===== src/rtl/seg_reloc_pkg.sv =====
package seg_reloc_pkg;
  localparam int unsigned NUM_SEG    = 3;
  localparam int unsigned PARA_SHIFT = 4;

  typedef enum logic [1:0] {
    SEG_CODE  = 2'd0,
    SEG_DATA  = 2'd1,
    SEG_STACK = 2'd2,
    SEG_RSVD  = 2'd3
  } seg_idx_e;
endpackage


===== src/rtl/seg_reg_file.sv =====
module seg_reg_file
  import seg_reloc_pkg::*;
#(
  parameter int unsigned REG_W = 16
) (
  input  logic             clk_i,
  input  logic             rst_ni,
  input  logic             we_i,
  input  logic [2:0]       sel_i,
  input  logic [REG_W-1:0] wdata_i,
  output logic [REG_W-1:0] rdata_o,
  output logic [REG_W-1:0] base_o  [NUM_SEG],
  output logic [REG_W-1:0] limit_o [NUM_SEG]
);
  logic [REG_W-1:0] base_q  [NUM_SEG];
  logic [REG_W-1:0] limit_q [NUM_SEG];

  for (genvar g = 0; g < NUM_SEG; g++) begin : g_seg
    logic hit;
    assign hit = we_i && (sel_i[1:0] == g[1:0]);

    always_ff @(posedge clk_i or negedge rst_ni) begin
      if (!rst_ni) begin
        base_q[g]  <= '0;
        limit_q[g] <= '0;
      end else if (hit) begin
        if (sel_i[2]) limit_q[g] <= wdata_i;
        else          base_q[g]  <= wdata_i;
      end
    end

    assign base_o[g]  = base_q[g];
    assign limit_o[g] = limit_q[g];
  end

  always_comb begin
    rdata_o = '0;
    if (sel_i[1:0] != SEG_RSVD) begin
      rdata_o = sel_i[2] ? limit_q[sel_i[1:0]] : base_q[sel_i[1:0]];
    end
  end
endmodule


===== src/rtl/seg_select.sv =====
module seg_select
  import seg_reloc_pkg::*;
(
  input  logic     fetch_i,
  input  logic     alt_i,
  output seg_idx_e idx_o
);
  always_comb begin
    if (fetch_i)    idx_o = SEG_CODE;
    else if (alt_i) idx_o = SEG_STACK;
    else            idx_o = SEG_DATA;
  end
endmodule


===== src/rtl/seg_xlate.sv =====
module seg_xlate
  import seg_reloc_pkg::*;
#(
  parameter int unsigned ADDR_W = 20,
  parameter int unsigned REG_W  = 16
) (
  input  logic              valid_i,
  input  logic [ADDR_W-1:0] offs_i,
  input  logic [REG_W-1:0]  base_i,
  input  logic [REG_W-1:0]  limit_i,
  output logic [ADDR_W-1:0] addr_o,
  output logic              viol_o
);
  localparam int unsigned SH_W  = REG_W + PARA_SHIFT;
  localparam int unsigned CMP_W = (ADDR_W > SH_W) ? ADDR_W : SH_W;

  logic [CMP_W-1:0] base_sh, limit_sh, offs_ext, sum;

  assign base_sh  = CMP_W'({base_i,  {PARA_SHIFT{1'b0}}});
  assign limit_sh = CMP_W'({limit_i, {PARA_SHIFT{1'b0}}});
  assign offs_ext = CMP_W'(offs_i);
  assign sum      = offs_ext + base_sh;

  // wrap modulo hub width
  assign addr_o = sum[ADDR_W-1:0];
  assign viol_o = valid_i && (limit_i != '0) && (offs_ext >= limit_sh);
endmodule


===== src/rtl/seg_reloc_unit.sv =====
module seg_reloc_unit
  import seg_reloc_pkg::*;
#(
  parameter int unsigned ADDR_W = 20,
  parameter int unsigned REG_W  = 16
) (
  input  logic              clk_i,
  input  logic              rst_ni,
  input  logic              reg_we_i,
  input  logic [2:0]        reg_sel_i,
  input  logic [REG_W-1:0]  reg_wdata_i,
  output logic [REG_W-1:0]  reg_rdata_o,
  input  logic              req_valid_i,
  input  logic              req_fetch_i,
  input  logic              req_alt_i,
  input  logic [ADDR_W-1:0] req_addr_i,
  output logic [ADDR_W-1:0] xlat_addr_o,
  output logic              limit_viol_o
);
  logic [REG_W-1:0] base  [NUM_SEG];
  logic [REG_W-1:0] limit [NUM_SEG];
  seg_idx_e         idx;

  seg_reg_file #(.REG_W(REG_W)) u_regs (
    .clk_i   (clk_i),
    .rst_ni  (rst_ni),
    .we_i    (reg_we_i),
    .sel_i   (reg_sel_i),
    .wdata_i (reg_wdata_i),
    .rdata_o (reg_rdata_o),
    .base_o  (base),
    .limit_o (limit)
  );

  seg_select u_sel (
    .fetch_i (req_fetch_i),
    .alt_i   (req_alt_i),
    .idx_o   (idx)
  );

  seg_xlate #(.ADDR_W(ADDR_W), .REG_W(REG_W)) u_xlate (
    .valid_i (req_valid_i),
    .offs_i  (req_addr_i),
    .base_i  (base[idx]),
    .limit_i (limit[idx]),
    .addr_o  (xlat_addr_o),
    .viol_o  (limit_viol_o)
  );
endmodule


===== config.mk =====
export PLATFORM = sky130hd
export DESIGN_NAME = seg_reloc_unit
export DESIGN_NICKNAME = d
export VERILOG_FILES = /design/src/rtl/seg_reloc_pkg.sv /design/src/rtl/seg_reg_file.sv /design/src/rtl/seg_select.sv /design/src/rtl/seg_xlate.sv /design/src/rtl/seg_reloc_unit.sv
export SDC_FILE = /design/constraint.sdc
export NUM_CORES = 1
export LEC_CHECK = 0
export BUFFER_PORTS_ARGS = -buffer_cell sky130_fd_sc_hd__buf_4
export CAP_MARGIN = 20
export CELL_PAD_IN_SITES_DETAIL_PLACEMENT = 2
export CELL_PAD_IN_SITES_GLOBAL_PLACEMENT = 2
export CORE_AREA = 2 2 132 167
export CTS_BUF_LIST = sky130_fd_sc_hd__clkbuf_16
export DETAILED_ROUTE_END_ITERATION = 10
export DIE_AREA = 0 0 134 169
export GPL_ROUTABILITY_DRIVEN = 1
export PLACE_DENSITY_LB_ADDON = 0.1
export SETUP_SLACK_MARGIN = 0.05
export SLEW_MARGIN = 25
export SYNTH_ARGS = -nofsm -noshare
export SYNTH_HDL_FRONTEND = slang
export SYNTH_SLANG_ARGS = --single-unit

===== constraint.sdc =====
create_clock -name clk_i -period 3 [get_ports clk_i]
set_input_delay 0.15 -clock clk_i [delete_from_list [all_inputs] [get_ports clk_i]]
set_output_delay 0.15 -clock clk_i [all_outputs]
set_load 0.03 [all_outputs]

Word-level counts from Yosys, hierarchy flattened --
Index checks and enable logic that the tools add are counted.
Operators by class: bitwise operators 3, order comparisons 3, equal/unequal tests 3, muxes and demuxes 16, reduce and logical (&&, ||, !) cells 13, $add $sub $neg 1
Operators by type and width (number):
- 16-bit 2-to-1 mux | 10
- 16-bit binary-select mux with 2-bit select | 4
- 20-bit adder | 1
- 20-bit greater-or-equal comparator | 1
- 16-bit nonzero test | 1
- 2-bit AND reduction | 6
- 3-bit greater-or-equal comparator (second input constant) | 2
- 2-bit inverter with 3-bit output | 2
- 1-bit logical AND | 5
- 2-bit 2-to-1 mux | 2
- 2-bit by 1-bit == test with 1-bit output (second input constant) | 1
- 2-bit == test (second input constant) | 1
- 2-bit zero test | 1
- 2-bit != test (second input constant) | 1
- 1-bit inverter | 1
Storage, ports and cells: output and inout port bits 37, input port bits 45, logic and storage cells 45, register bits after elaboration 96

Longest topological paths before layout --
depth after elaboration 9, gate-level depth with buffers 14, gate-level depth less buffers 11

Cells and area by module --
A second synthesis with hierarchy kept.
Second synthesis, totals: cell total of the unflattened synthesis 594, area total of the unflattened synthesis 6631.4 um^2
Modules (own cells, without submodules):
- seg_reg_file | instances 1, sequential area each 2402.3 um^2, cells an instance 342, area each 4560.6 um^2
- seg_xlate | instances 1, sequential area each 0.0 um^2, cells an instance 173, area each 1271.2 um^2
- seg_reloc_unit | instances 1, sequential area each 0.0 um^2, cells an instance 77, area each 787.0 um^2
- seg_select | instances 1, sequential area each 0.0 um^2, cells an instance 2, area each 12.5 um^2

Worst setup path after synthesis --
Ideal clock, no wire load.
path kind input -> output, from input req_alt_i, to output xlat_addr_o[16], path buffers 3, stages on the path 13, data arrival time 3.084 ns, slack -0.234 ns, path through buf_6 buf_2 buf_2 mux2i_1 o21ai_0 ha_1 inv_1 fa_1 nor2b_1 o31a_1 nor3_1 o21ai_1 o311ai_1
On the way: word-level cells in the longest chain between the ends 7
Ends and longest elaborated chain:
- from (decl) | line seg_reloc_unit.sv:15 | input logic req_alt_i,
- 2-bit 2-to-1 mux | line seg_select.sv:10 | else if (alt_i) idx_o = SEG_STACK;
- 2-bit 2-to-1 mux | line seg_select.sv:9 | if (fetch_i) idx_o = SEG_CODE;
- 2-bit inverter with 3-bit output (implied by the code) | line seg_reloc_unit.sv:44 | .base_i (base[idx]),
- 16-bit binary-select mux with 2-bit select | line seg_reloc_unit.sv:44
- 16-bit 2-to-1 mux (implied by the code) (2 in a row) | line seg_reloc_unit.sv:44
- 20-bit adder | line seg_xlate.sv:22 | assign sum = offs_ext + base_sh;
- to (decl) | line seg_reloc_unit.sv:17 | output logic [ADDR_W-1:0] xlat_addr_o,
Every way passes these cells. The select of a mux whose other input is x is not followed.

Final worst setup path --
from register u_regs.base_q, in the netlist u_regs.base_o[1], to output xlat_addr_o[13]
On the way: word-level cells in the longest chain between the ends 4
Ends and longest elaborated chain:
- from (decl) | line seg_reg_file.sv:15 | logic [REG_W-1:0] base_q [NUM_SEG];
- from (signal, indexed assignment) | line seg_reg_file.sv:28 | else base_q[g] <= wdata_i;
- 16-bit binary-select mux with 2-bit select | line seg_reloc_unit.sv:44
- 16-bit 2-to-1 mux (implied by the code) (2 in a row) | line seg_reloc_unit.sv:44
- 20-bit adder | line seg_xlate.sv:22
Every way passes these cells. The select of a mux whose other input is x is not followed.

==> results.md <==
* R2R cell count at 3
* Initial cell density of the core at 29.5%
* Residual DRC at 0
* Top post-synthesis cells by area: dfrtp_1 (39%), mux2_2 (14%), mux2i_1 (7.9%)
* DRT antenna net count at 0
* Max Fanout on Critical Path at 3
* Vias in the first global route at between 6k and 7k
* Reg2reg end: u_regs.limit_o[16]$_DFFE_PN0P_
* Die area at approximately 23,000 µm²
* Outcome: finished clean
* CTS Buf Count at 9
* DP HPWL at roughly 16,000 µm
* Maximum VDD drop at approximately 0.00026 V
* Synth warn at 0
* Syn nets at 743
* Core ar. at about 21,000 µm²
* CTS tree: built
* Share of cells above drive strength 1 at 35.0%
* Max H-tree Level at 3
* DR vias/cell at roughly 5.2
* Total power draw at ~0.0054 W
* Clk_lat worst skew at 0.34 ns
* Setup crit start kind: flip-flop
* Post-synthesis register bit count at 96
* Most common cell in the netlist: dfrtp_1
* Area leader, netlist: dfrtp_1
* Placed Instances at 1,019
* Chip height at approximately 170 µm
* CP Data Arrival Time at ~2.7 ns
* Hold Fails Final Rpt at 0
* Post-synth top flop: dfrtp_1
* # port buffers at 81
* Nets at 851
* Leakage power at between 3 and 4 nW
* Yosys cell types at 49
* Synth top area share at 38.6%
* Worst path most repeated cell: buf_4
* Worst slew pin tran at 0.630 ns
* Clk sinks at 96
* Async set or reset register ratio after synthesis at 100%
* Crit share post-route at 96.0%
* Max-cap violations at 0
* I/O Pins at 82
* PwrDens at 666 nW/µm²
* RSZ-0062 raised after global routing: true
* Worst Hold Class: in2reg
* Row Count at 60
* Hold path depth at 3
* Worst EP required at 2.85 ns
* Final Skew at 0 ns
* Largest net degree at the start of global routing at 97
* Synth Cell Area at ~6200 µm²
* Initial antenna violation count at 0
* Worst path max stage delay at between 0.3 and 0.4 ns
* Pre-Repair DR Iteration Count at 4
* Critical path's slowest cell: dfrtp_1
* Multi-input combinational cell area at between 3000 and 4000 µm²
* CP Cell Sequence: mux2i_1 > o21ai_2 > ha_4 > a211oi_4 > o21bai_4 > a2111oi_4 > buf_4 > o31ai_2 > a21oi_2 > xnor2_1 > buf_4
* Hold_sp: reg_wdata_i[13]
* Gpl congestion at 0.838
* DRT iter0 DRCs at around 120
* Worst Hold End: u_regs.base_o[13]$_DFFE_PN0P_
* Vias at 5,466
* Avg WL per Cell at 21.1 µm
* Seq/Total Area, Yosys at a little under 40%
* FF/Latch Area at between 2000 and 2500 µm²
* Slew margin rel. at between 50% and 60%
* First-pass GRT wire length at approximately 35,000 µm
* Reg2reg start: u_regs.limit_o[16]$_DFFE_PN0P_
* Crit end category: primary output
* Clock Tree Root: clkbuf_16
* Cells after Synth at 666
* Post-synth EDFFs at 0
* Slew Viols, Final at 0
* Grt ovf at 0
* Top cells by count, synth: dfrtp_1 (96), mux2_2 (80), a21oi_1 (78)
* Fillers at between 2k and 2.5k
* Crit path kind: reg2out
* Final Critical Period at between 2 and 3 ns
* Die W at around 130 µm
* Routed wire length at 22,300 µm
* Area Overhead vs Synth at 29.1%
* Reg2reg setup slack at a little under 2 ns
* Layout Cells excl Fill at around 1.1k
* Maximum clock insertion buffer count at 2
* All-layer global routing usage at about a fifth
* Clock transition at the registers of the reported paths at approximately 0.07 ns
* Setup Viol. Count Final at 0
* Antenna diode count at 0
* Mean Syn Cell Area at slightly above 9 µm²
* Max Clk Rate at around 350 MHz
## flip-flops by register name (all words and copies together) (netlist names)
register,flops
u_regs.base_o,48
u_regs.limit_o,48
## layer usage
layer  global-route usage, %  wire (µm)  vias to the layer above
met5                       0          0                        -
met4                    4.26        197                        0
met3                    1.71        477                       13
met2                    36.4      11700                       62
met1                    26.7       9970                     2821
li1                        -          -                     2570
## report_power, final
group          total (W)  internal, W  switching, W  leakage (nW)
Clock            0.00124     0.000725      0.000518         0.152
Sequential       0.00180      0.00158      0.000223          1.16
Combinational    0.00231      0.00106       0.00125          2.32
Total            0.00535      0.00336       0.00200          3.62
## kinds of logic (layout without fill, tap and decap cells)
group           Yosys count  count (layout)  synth area share [%]
compound gates          174             174                  15.1
xor+xnor                 12              12                  1.69
fa+ha+maj                32              32                  6.55
buf+inv                  70             183                  4.82
flops                    96              96                  38.6
mux                     129             129                  22.3
simple gates            153             153                  11.0
## timing repair
action	4_1_cts	5_1_grt
setup buffers	10	12
hold buffers	1	0
endpoints found under the hold margin	96	0
resized for setup	28	28
cloned	0	0
pin swaps	16	17
setup endpoints to repair	9	10
## cells in the final DEF (no fill, tap or decap), types with 2 or more instances in the layout
cell type and count:
xor2_1 2, inv_1 27, clkbuf_16 9, ha_1 24, o21ai_0 57, ha_2 3
buf_6 2, a21oi_1 71, nand2_1 42, o21ai_1 9, a21oi_2 7, and3_1 4
ha_4 4, nor2_1 74, buf_12 4, nand3b_1 2, buf_4 134, mux2i_1 48
mux2_2 80, bufinv_16 2, nand3_1 5, clkinv_1 2, xnor2_1 9, a21o_1 3
dfrtp_1 96, o21a_1 5, or2_2 2, nand4b_1 3, nand4_1 5, o21ai_2 5
nor4_1 2
## cell type report
class / count / share of cell area, %
Multi-Input combinational cell: 500 / 46.8
Timing Repair Buffer: 141 / 13.9
Clock inverter: 7 / 1.09
Sequential cell: 96 / 29.9
Tap cell: 279 / 4.34
Inverter: 26 / 1.21
Clock buffer: 9 / 2.80
## metrics by stage
| step | TNS [ns] | hold WS [ns] | util, % | area [µm²] | setup slack [ns] |
|---|---|---|---|---|---|
| global route | -0.128 | 0.0734 | 38.1 | 8050 | -0.0753 |
| detailed placement | 0 | 0.258 | 34.8 | 7340 | 0.0176 |
| finish | 0 | 0.0621 | 38.1 | 8050 | 0.121 |
| floorplan | 0 | -0.146 | - | 6250 | 0.0265 |
| global placement | 0 | 0.252 | 34.8 | 7340 | 0.0862 |
| CTS | 0 | 0.0521 | 37.1 | 7820 | 0.0426 |
## worst max-delay path: cells and delay by family, from the launching register on
kind	cells	cell delay [ns]
mux	1	0.19
fa+ha+maj	1	0.25
xor+xnor	1	0.12
compound gates	6	1.10
flops	1	0.38
buf+inv	2	0.35
## how the worst max path moves through the flow
stage / start / end / slack (ns) / depth (start not counted)
3_3_place_gp: req_alt_i / xlat_addr_o[18] / 0.09 / 12
3_5_place_dp: req_alt_i / xlat_addr_o[13] / 0.02 / 12
6_report: u_regs.base_o[1]$_DFFE_PN0P_ / xlat_addr_o[13] / 0.12 / 11
2_1_floorplan: req_alt_i / xlat_addr_o[16] / 0.03 / 13
4_1_cts: u_regs.base_o[20]$_DFFE_PN0P_ / xlat_addr_o[19] / 0.04 / 12
5_1_grt: u_regs.base_o[17]$_DFFE_PN0P_ / xlat_addr_o[13] / -0.08 / 11
(Power assumes the default switching activity.)
